[src/rtl/stat_irq_reg.sv]
module stat_irq_reg #(
  parameter int DW        = 24,
  parameter int AW        = 5,
  parameter int STAT_ADDR = 15,
  parameter int MASK_ADDR = 26
) (
  input  logic          clk,
  input  logic          rst_n,
  input  logic [AW-1:0] addr,
  input  logic          wr_en,
  input  logic [DW-1:0] wr_data,
  output logic [DW-1:0] rd_data,
  input  logic          ev_data_rdy,
  input  logic          ev_conv_rdy,
  input  logic          ev_temp_upd,
  input  logic          ev_sag,
  input  logic          ovf_i,
  input  logic          ovf_v,
  input  logic          ovf_irms,
  input  logic          ovf_vrms,
  input  logic          ovf_energy,
  input  logic          osc_v,
  input  logic          osc_i,
  input  logic          osc_t,
  input  logic          supply_low,
  input  logic          supply_ok,
  input  logic          cmd_bad,
  input  logic          rd_fail,
  output logic          irq_n
);
  localparam int NFLAG  = 14;
  localparam int B_CMD  = 0;
  localparam int B_LOW  = 1;

  logic [DW-1:0]    status, mask;
  logic [DW-1:0]    clr;
  logic [NFLAG-1:0] set_vec;
  logic             low_hold;

  assign clr = (wr_en && addr == AW'(STAT_ADDR)) ? wr_data : '0;

  assign set_vec = {ev_data_rdy, ev_conv_rdy, ovf_i, ovf_v, ovf_irms, ovf_vrms,
                    ovf_energy, ev_temp_upd, osc_t, osc_i, osc_v, ev_sag,
                    supply_low, cmd_bad | rd_fail};

  always_ff @(posedge clk or negedge rst_n) begin
    if (!rst_n)          low_hold <= 1'b0;
    else if (supply_low) low_hold <= 1'b1;
    else if (supply_ok)  low_hold <= 1'b0;
  end

  always_ff @(posedge clk or negedge rst_n) begin
    if (!rst_n)                status[B_CMD] <= 1'b1;
    else if (set_vec[B_CMD])   status[B_CMD] <= 1'b0;
    else if (clr[B_CMD])       status[B_CMD] <= 1'b1;
  end

  for (genvar i = 1; i < DW; i++) begin : g_bit
    if (i < NFLAG) begin : g_flag
      logic clr_ok;
      if (i == B_LOW) begin : g_low
        assign clr_ok = ~low_hold;
      end else begin : g_plain
        assign clr_ok = 1'b1;
      end
      always_ff @(posedge clk or negedge rst_n) begin
        if (!rst_n)  status[i] <= 1'b0;
        else         status[i] <= set_vec[i] | (status[i] & ~(clr[i] & clr_ok));
      end
    end else begin : g_none
      assign status[i] = 1'b0;
    end
  end

  always_ff @(posedge clk or negedge rst_n) begin
    if (!rst_n)                                    mask <= '0;
    else if (wr_en && addr == AW'(MASK_ADDR))      mask <= wr_data;
  end

  always_comb begin
    rd_data = '0;
    if (addr == AW'(STAT_ADDR))      rd_data = status;
    else if (addr == AW'(MASK_ADDR)) rd_data = mask;
  end

  assign irq_n = ~|((status ^ DW'(1)) & mask);
endmodule


[config.mk]
export PLATFORM = sky130hd
export DESIGN_NAME = stat_irq_reg
export DESIGN_NICKNAME = d
export VERILOG_FILES = /design/src/rtl/stat_irq_reg.sv
export SDC_FILE = /design/constraint.sdc
export NUM_CORES = 1
export LEC_CHECK = 0
export BUFFER_PORTS_ARGS = -buffer_cell sky130_fd_sc_hd__buf_4
export CORE_MARGIN = 5
export CORE_UTILIZATION = 45
export CTS_CLUSTER_DIAMETER = 30
export CTS_CLUSTER_SIZE = 16
export DETAILED_ROUTE_END_ITERATION = 8
export PLACE_DENSITY_LB_ADDON = 0.1
export SLEW_MARGIN = 20
export SYNTH_ARGS = -nofsm -noshare
export SYNTH_HDL_FRONTEND = slang
export SYNTH_SLANG_ARGS = --single-unit
[constraint.sdc]
create_clock -name clk -period 1.9 [get_ports clk]
set_input_delay 0.38 -clock clk [delete_from_list [all_inputs] [get_ports clk]]
set_output_delay 0.38 -clock clk [all_outputs]
set_load 0.1 [all_outputs]
==> qor.yml, run 1 <==
outcome: "completed"
fmax_ghz: 0.536
cts_sinks: 39
synthMostInstantiatedCell: "dfrtp_1"
rows: 23
seq_power_share_pct: 45.9
p_switching_uw: 594
leakage_nw: 1.53
routed_via_density: 5.60
ios: 73
yosysWarnings: 0
grt_pass1_vias: 1711
diodes: 0
drive_above_1_share_pct: 63.0
powerDensity_nw_per_um2: 747
numCtsBuffers: 5
grt_use_total_pct: 19.4
yosysTopAreaCellShare_pct: 49.5
max_cap_violations: 0
synth_seq_cells: 39
timing.rr.end: "status[1]"
path_clk_slew_ns: 0.07
cp-start-kind: "primary input"
totalWireLength_mm: 5.30
arrival_ns: 1.49
grt_first_pass_wirelength_mm: 8.29
syn_avg_cell_area_um2: 12.1
grt-ovfl-total: 0
synth_nets: 207
antenna_found_initial: 0
fill_cells: 302
drt_iter0_markers: 104
portBuffers: 72
hold_class: "primary input to async pin"
p_sw_share_pct: 26.6
dr.pass1.iters: 4
synth_area_um2: 1920
final_hold_viol_count: 0
rr_worst_depth: 2
synth-main-ff-cell: "dfrtp_1"
synth-async-reset-ratio_pct: 100
postLayoutCellArea_um2: 2990
cts_tree: "done"
utilization_pct: 73.8
required_ns: 1.52
post-place-ws_ns: -0.133
crit_start: "addr[0]"
clk_latency_ns: 0.28
dieArea_um2: 5680
clock_skew_ns: 0.000391
routed-via-count: 1640
gp_congestion: 0.845
drtAntennaViolNets: 0
grt_max_degree: 40
syn_to_final_growth_pct: 55.8
critPathKind: "primary input to output port"
yosys.area.top_type: "dfrtp_1"
core_um2: 4060
routedWlPerCell_um: 18.1
ys_seq_area_share_pct: 50.8
drc: 0
slew_headroom_pct: 67.2
finalSetupViolCount: 0
ys_top_cells_by_area: "dfrtp_1 49%, mux2_4 16%, a22o_1 6.4%"
clockBufferDepth: 2
htree_levels: 2
ys_top_cells_by_count: "38 x dfrtp_1, 20 x mux2_4, 14 x a22o_1, 14 x inv_1, 13 x nor2_1"
pwr-share-comb_pct: 22.5
period_needed_ns: 1.87
place_area_um2: 2700
post-route-period-util_pct: 98.3
cts-root-buf: "clkbuf_8"
critPathMaxFanout: 11
final_nets: 290
end_kind: "output port"
ir_drop_mv: 0.316
r2r-start: "low_hold"
die_w_um: 75.4
synth_edf_count: 0
slew_viol_final: 0
die_height_um: 75.4
crit_path_end: "rd_data[7]"
power_frac_clock_pct: 31.6
ctsHoldBuffers: 0
reg2reg_slack_ns: 0.97
yosysUniqueCellTypes: 26
worst_pin_slew_ns: 0.493
dp_hpwl_mm: 3.72
syn_inst: 159
start_util_pct: 47.4
p_int_mw: 1.64
setup_slack_ns: 0.0328
rsz0062_at_grt: "true"
==> worst max-delay path: stages <==
cell and delay [ns]:
buf_4 0.11, and4bb_4 0.32, and2_4 0.16, buf_12 0.14, a22o_4 0.14, buf_6 0.21
==> per-stage QoR <==
stage / TNS, ns / power [mW] / hold slack [ns] / std cells
after floorplan: -0.00167 / 1.31 / 0.0844 / 159
after global placement: -1.39 / 1.46 / 0.375 / 282
after detailed placement: -1.56 / 1.48 / 0.382 / 282
after CTS: 0 / 2.20 / 0.0654 / 290
after global routing: -0.0503 / 2.33 / 0.0899 / 293
final: 0 / 2.24 / 0.0551 / 293
==> how the worst min path moves through the flow <==
| stage | slack (ns) | depth (start not counted) | to | startpoint |
|---|---|---|---|---|
| after global placement | 0.37 | 1 | mask[5] | rst_n |
| after CTS | 0.07 | 1 | status[6] | rst_n |
| after detailed placement | 0.38 | 1 | mask[5] | rst_n |
| after floorplan | 0.08 | 0 | low_hold | rst_n |
| after global routing | 0.09 | 1 | mask[5] | rst_n |
| final | 0.06 | 1 | mask[5] | rst_n |
==> cells by family after synthesis <==
family / Yosys count / synth area share, %
DFF: 39 / 50.8
and+or+nand+nor: 38 / 11.5
AOI/OAI and AO/OA: 35 / 13.9
muxes: 24 / 18.0
buffers and inverters: 23 / 5.79
==> layer usage <==
metal | up-vias | wire length [µm] | part of all wire (%) | track usage [%]
met5 | - | 0 | 0 | 0
met1 | 815 | 2260 | 43 | 26.1
met2 | 72 | 2570 | 49 | 30.8
met3 | 12 | 391 | 7.4 | 5.41
li1 | 741 | - | - | -
met4 | 0 | 76 | 1.4 | 5.83
==> timing repair <==
item,4_1_cts,5_1_grt
endpoints found under the setup margin,15,3
gates resized for setup,29,9
pin swaps,2,4
buffers inserted,0,3
==> flip-flops by register name (all words and copies together) (netlist names) <==
register and cells:
low_hold 1, mask 24, status 14
==> power groups by stage <==
stage | Clock (mW) | Combinational [mW] | Sequential (mW)
6_report | 0.705 | 0.503 | 1.03
5_1_grt | 0.755 | 0.539 | 1.04
4_1_cts | 0.717 | 0.467 | 1.02
3_5_place_dp | 0 | 0.449 | 1.03
3_3_place_gp | 0 | 0.435 | 1.02
2_1_floorplan | 0 | 0.306 | 1.00
==> layout by cell type, fill, tap and decap left out, types with 4 or more instances in the layout <==
cell,netlist,final
buf_6,3,11
buf_12,0,8
a22o_2,0,4
mux2_4,20,20
dfrtp_1,38,38
nor2_1,13,13
clkbuf_8,0,6
a22o_4,0,10
mux2_2,4,4
a22oi_2,0,4
and3_2,0,10
inv_1,14,14
a31oi_1,12,12
buf_4,0,65
==> layout make-up <==
| cell class | count | area, µm² | share of cell area, % |
|---|---|---|---|
| multi-input combinational | 97 | 997 | 33.3 |
| clock inverter | 2 | 35.0 | 1.17 |
| timing repair buffer | 85 | 787 | 26.3 |
| inverter | 14 | 52.6 | 1.76 |
| sequential | 39 | 977 | 32.6 |
| tap | 50 | 62.6 | 2.09 |
| clock buffer | 6 | 82.6 | 2.76 |
(Power assumes the default switching activity.)
==> inputs of run 2 (changes only) <==
--- a/config.mk
+++ b/config.mk
@@ -5,9 +5,11 @@
 export SDC_FILE = /design/constraint.sdc
 export NUM_CORES = 1
 export LEC_CHECK = 0
-export BUFFER_PORTS_ARGS = -buffer_cell sky130_fd_sc_hd__buf_4
+export BUFFER_PORTS_ARGS = -buffer_cell sky130_fd_sc_hd__buf_2
+export CELL_PAD_IN_SITES_DETAIL_PLACEMENT = 1
+export CELL_PAD_IN_SITES_GLOBAL_PLACEMENT = 1
 export CORE_MARGIN = 5
-export CORE_UTILIZATION = 45
+export CORE_UTILIZATION = 37
 export CTS_CLUSTER_DIAMETER = 30
 export CTS_CLUSTER_SIZE = 16
 export DETAILED_ROUTE_END_ITERATION = 8
==> run 2 against run 1 <==
Net effect: hold slack got worse by 0.0049 ns; largest power group unchanged; global-route usage down 0.88 points; sequential share of layout area down 0.85 points; highest routed layer unchanged; design area up 2.7%; combinational power fell by 4%; flip-flop and latch count is the same.
==> qor.yml, run 2 (synthesized netlist as in run 1, its figures left out) <==
start_util_pct: 37.9  # -9.5 points
power_frac_clock_pct: 26.1  # -5.5 points
drc: 0  # unchanged
grt_max_degree: 21  # -48%
clock_skew_ns: 0.000204  # -0.000187 ns
rsz0062_at_grt: "true"
cts-root-buf: "clkbuf_8"
finalPower_mw: 2.05  # -8.4%
final_common_cell: "buf_2"
largest_reg_flops: 24  # unchanged
htree_levels: 2  # unchanged
p_int_mw: 1.45  # -12%
die_height_um: 82.1  # +8.9%
totalWireLength_mm: 5.73  # +8.1%
routedWlPerCell_um: 18.5  # +2.5%
drive_above_1_share_pct: 61.1  # -1.9 points
dr.pass1.iters: 4  # unchanged
max_cap_violations: 0  # unchanged
worst_pin_slew_ns: 0.494  # +0.00133 ns
ir_drop_mv: 0.332  # +5.3%
cts_tree: "done"
core_um2: 5070  # +25%
critPathMaxFanout: 7  # -4
diodes: 0  # unchanged
path_clk_slew_ns: 0.08  # about the same
rr_worst_depth: 2  # unchanged
period_needed_ns: 1.86  # -0.00255 ns
routed-via-count: 1583  # -3.5%
numCtsBuffers: 5  # unchanged
dp_hpwl_mm: 4.62  # +24%
grt-ovfl-total: 0  # unchanged
dieArea_um2: 6740  # +19%
portBuffers: 72  # unchanged
rows: 26  # +13%
drt_iter0_markers: 29  # -72%
leakage_nw: 1.52  # -0.42%
setup-tns-final_ns: 0  # unchanged
routed_via_density: 5.12  # -8.5%
gp_congestion: 0.852  # +0.85%
place_area_um2: 2900  # +7.6%
arrival_ns: 1.48  # about the same
p_sw_share_pct: 29.0  # +2.5 points
hold_class: "primary input to async pin"
antenna_found_initial: 0  # unchanged
seq_power_share_pct: 50.3  # +4.4 points
clk_latency_ns: 0.28  # about the same
crit_start: "addr[0]"
clockBufferDepth: 2  # unchanged
final_cell_mix: "47 x buf_2, 38 x dfrtp_1, 28 x buf_12, 20 x mux2_4"
final_nets: 286  # -1.4%
grt_first_pass_wirelength_mm: 9.26  # +12%
ctsHoldBuffers: 0  # unchanged
cp-start-kind: "primary input"
ios: 73  # unchanged
grt_pass1_vias: 1843  # +7.7%
die_w_um: 82.1  # +8.9%
reg2reg_slack_ns: 0.97  # about the same
crit_path_end: "rd_data[3]"
post-route-period-util_pct: 98.1  # -0.13 points
drtAntennaViolNets: 0  # unchanged
pwr-share-comb_pct: 23.6  # +1.1 points
slew_headroom_pct: 67.1  # -0.088 points
syn_to_final_growth_pct: 60.0
fmax_ghz: 0.536  # +0.14%
end_kind: "output port"
cts_sinks: 39  # unchanged
grt_use_total_pct: 18.5  # -0.88 points
outcome: "completed"
final_hold_viol_count: 0  # unchanged
fill_cells: 524  # +74%
timing.rr.end: "status[1]"
required_ns: 1.52  # about the same
postLayoutCellArea_um2: 3070  # +2.7%
p_switching_uw: 594  # about the same
critPathKind: "primary input to output port"
regMostFlops: "mask"
largestRegisters: "mask: 24 flops, status: 14 flops, low_hold: 1 flops"
finalSetupViolCount: 0  # unchanged
powerDensity_nw_per_um2: 666  # -11%
r2r-start: "low_hold"
slew_viol_final: 0  # unchanged
-- run 2: worst min path at each step --
stage,start,to,slack (ns),depth (start not counted)
6_report,rst_n,status[12],0.05,1
5_1_grt,rst_n,status[12],0.09,1
4_1_cts,rst_n,mask[23],0.07,1
3_5_place_dp,rst_n,status[12],0.38,1
3_3_place_gp,rst_n,mask[23],0.36,1
2_1_floorplan,rst_n,low_hold,0.08,0
-- run 2: per-layer routing --
metal | GRT usage, % | wire length (µm) | up-vias
met1 | 21.1 | 2210 | 795
li1 | - | - | 736
met2 | 34.7 | 3160 | 45
met4 | 4.49 | 65 | 0
met5 | 0 | 0 | -
met3 | 4.39 | 297 | 7
-- run 2: worst max-delay path: stages --
cell      delay [ns]
buf_2           0.11
and4bb_4        0.33
and2_4          0.20
buf_12          0.14
a22o_4          0.15
buf_12          0.17
-- run 2: stage by stage --
stage | util [%] | hold slack (ns) | instances | setup WS [ns]
2_1_floorplan | - | 0.0844 | 159 | -0.00167
3_3_place_gp | 57.1 | 0.363 | 300 | -0.00893
3_5_place_dp | 57.1 | 0.379 | 300 | -0.0508
4_1_cts | 59.6 | 0.0653 | 309 | 0.0110
5_1_grt | 60.6 | 0.0883 | 309 | -0.0249
6_report | 60.6 | 0.0502 | 309 | 0.0353
-- run 2: power groups by stage --
stage / Combinational, mW / Clock [mW] / Sequential, mW
6_report: 0.484 / 0.534 / 1.03
5_1_grt: 0.517 / 0.589 / 1.04
4_1_cts: 0.473 / 0.551 / 1.02
3_5_place_dp: 0.468 / 0 / 1.03
3_3_place_gp: 0.446 / 0 / 1.02
2_1_floorplan: 0.306 / 0 / 1.00
-- run 2: cell type report --
type,instances,area (µm²),share of cell area (%)
Clock buffer,7,76.3,2.48
Clock inverter,1,5.00,0.163
Inverter,14,52.6,1.71
Multi-Input combinational cell,97,1010,33.0
Sequential cell,39,977,31.8
Tap cell,70,87.6,2.85
Timing Repair Buffer,81,861,28.0
-- run 2: timing repair --
action,in CTS,in global routing
setup endpoints to repair,14,4
setup buffers,0,0
resized for setup,6,8
pin swaps,5,3
cloned,1,0
==> inputs of run 3 (changes only) <==
--- a/config.mk
+++ b/config.mk
@@ -9,11 +9,12 @@
 export CELL_PAD_IN_SITES_DETAIL_PLACEMENT = 1
 export CELL_PAD_IN_SITES_GLOBAL_PLACEMENT = 1
 export CORE_MARGIN = 5
-export CORE_UTILIZATION = 37
+export CORE_UTILIZATION = 39
+export CTS_BUF_LIST = sky130_fd_sc_hd__clkbuf_8
 export CTS_CLUSTER_DIAMETER = 30
 export CTS_CLUSTER_SIZE = 16
 export DETAILED_ROUTE_END_ITERATION = 8
-export PLACE_DENSITY_LB_ADDON = 0.1
+export PLACE_DENSITY = 0.81
 export SLEW_MARGIN = 20
 export SYNTH_ARGS = -nofsm -noshare
 export SYNTH_HDL_FRONTEND = slang
==> run 3 against run 2 <==
Net effect: the run now ends with negative setup slack left; global-route usage rose by 0.89 points; worst setup slack got worse by 0.035 ns; sequential power about the same; count of clock-buffer cells in the layout down 2; sequential share of layout area is 0.23 points higher; clock skew hardly changed; largest cell class unchanged; clock power is 4% lower; design area fell by 0.73%.
==> qor.yml, run 3 (synthesized netlist as in run 1, its figures left out) <==
start_util_pct: 40.4  # +2.6 points
dp_hpwl_mm: 4.56  # -1.2%
max_cap_violations: 0  # unchanged
post-route-period-util_pct: 100  # +1.9 points
drtAntennaViolNets: 0  # unchanged
dieArea_um2: 6430  # -4.5%
ios: 73  # unchanged
regMostFlops: "mask"
finalPower_mw: 2.04  # -0.38%
grt-ovfl-total: 0  # unchanged
outcome: "finished, violations left"
numCtsBuffers: 5  # unchanged
antenna_found_initial: 0  # unchanged
path_clk_slew_ns: 0.07  # about the same
leakage_nw: 1.51  # -0.78%
clock_skew_ns: 0.000387  # +0.000183 ns
arrival_ns: 1.52  # +0.04 ns
dr.pass1.iters: 4  # unchanged
ctsHoldBuffers: 0  # unchanged
syn_to_final_growth_pct: 58.8
crit_chain: "a22oi_2, nand3_4, nor3_4, buf_12"
fill_cells: 498  # -5.0%
die_height_um: 80.2  # -2.3%
crit_path_max_incr_delay_ns: 0.42  # +0.09 ns
violations: "negative setup slack"
path_buf_inv: 1  # -2
clockBufferDepth: 2  # unchanged
setup_slack_ns: -0.0000625  # -0.0354 ns
final_hold_viol_count: 0  # unchanged
routed_via_density: 5.22  # +1.9%
final_common_cell: "buf_2"
fmax_ghz: 0.526  # -1.9%
cts-root-buf: "clkbuf_8"
die_w_um: 80.2  # -2.3%
largestRegisters: "mask: 24 flops, status: 14 flops, low_hold: 1 flops"
required_ns: 1.52  # about the same
multi_input_area_um2: 997  # -1.7%
grt_use_total_pct: 19.4  # +0.89 points
htree_levels: 2  # unchanged
ir_drop_mv: 0.348  # +4.8%
period_needed_ns: 1.90  # +0.0354 ns
slew_headroom_pct: 64.7  # -2.3 points
cts_sinks: 39  # unchanged
portBuffers: 72  # unchanged
final_nets: 287  # +0.35%
rsz0062_at_grt: "true"
largest_reg_flops: 24  # unchanged
cp_slowest_cell: "dfrtp_1"
drc: 0  # unchanged
totalWireLength_mm: 6.03  # +5.4%
cp-start-kind: "flip-flop"
hold_class: "primary input to async pin"
drt_iter0_markers: 40  # +38%
cts_tree: "done"
cp_top_family: "flip-flops"
grt_pass1_vias: 1837  # -0.33%
finalSetupViolCount: 1  # +1
grt_first_pass_wirelength_mm: 9.43  # +1.8%
gp_congestion: 0.768  # -9.9%
timing.hold.ws_ns: 0.0662  # +0.0160 ns
clk_latency_ns: 0.28  # about the same
drive_above_1_share_pct: 61.3  # +0.16 points
routed-via-count: 1602  # +1.2%
final_cell_mix: "47 x buf_2, 38 x dfrtp_1, 29 x buf_12, 20 x mux2_4, 17 x inv_1"
routedWlPerCell_um: 19.7  # +6.1%
core_um2: 4750  # -6.3%
rows: 25  # -3.8%
grt_max_degree: 22  # +4.8%
end_kind: "output port"
critPathMaxFanout: 3  # -4
critPathKind: "flip-flop to output port"
regArea_um2: 977  # unchanged
slew_viol_final: 0  # unchanged
diodes: 0  # unchanged
worst_pin_slew_ns: 0.529  # +0.0351 ns
powerDensity_nw_per_um2: 668  # +0.36%
==> run 3: worst reg2reg max path, stage by stage, from the launching register on <==
cell and delay, ns:
dfrtp_1 0.38, o41ai_1 0.33, nand2b_1 0.09
==> run 3: routing by layer <==
layer,GRT usage (%),wire [µm],vias up,share of wire [%]
met5,0,0,-,0
met2,35.8,3260,51,54
met3,6.39,341,4,5.7
met1,21.3,2390,814,40
li1,-,-,733,-
met4,4.73,36,0,0.60
==> run 3: timing repair <==
action,4_1_cts,5_1_grt
gates resized for setup,2,8
setup buffers,0,2
pin swaps,1,3
setup endpoints to repair,15,1
==> run 3: path summary, 6_finish.rpt <==
path                              to  cells past startpoint  slack, ns        from
min                        status[6]                      1       0.07       rst_n
min in group clk           status[0]                      2       0.21     rd_fail
min reg2reg                 low_hold                      1       0.49    low_hold
max                            irq_n                      4   -0.00006  status[11]
max in group asynchronous   mask[18]                      2       1.35       rst_n
max reg2reg                status[1]                      2       0.98    low_hold
==> run 3: where the power goes <==
group | internal (mW) | switching, mW | leakage, nW | total, mW
registers | 0.933 | 0.102 | 0.442 | 1.04
clock network | 0.245 | 0.271 | 0.0519 | 0.515
logic | 0.264 | 0.224 | 1.01 | 0.488
==> run 3: per-stage QoR <==
stage | utilization, % | TNS (ns) | worst slack [ns] | cells | instance area (µm²)
2_1_floorplan | - | -0.00167 | -0.00167 | 159 | 2040
3_3_place_gp | 61.2 | -0.0387 | -0.00990 | 297 | 2910
3_5_place_dp | 61.2 | -0.202 | -0.0356 | 297 | 2910
4_1_cts | 62.9 | 0 | 0.00738 | 305 | 2990
5_1_grt | 64.2 | -0.0879 | -0.0879 | 307 | 3050
6_report | 64.2 | -0.0000625 | -0.0000625 | 307 | 3050
==> run 3: area by class of cell <==
type	instances	share of cell area, %
Clock inverter	3	0.369
Multi-Input combinational cell	97	32.7
Tap cell	67	2.75
Sequential cell	39	32.0
Clock buffer	5	2.26
Timing Repair Buffer	82	28.2
Inverter	14	1.72
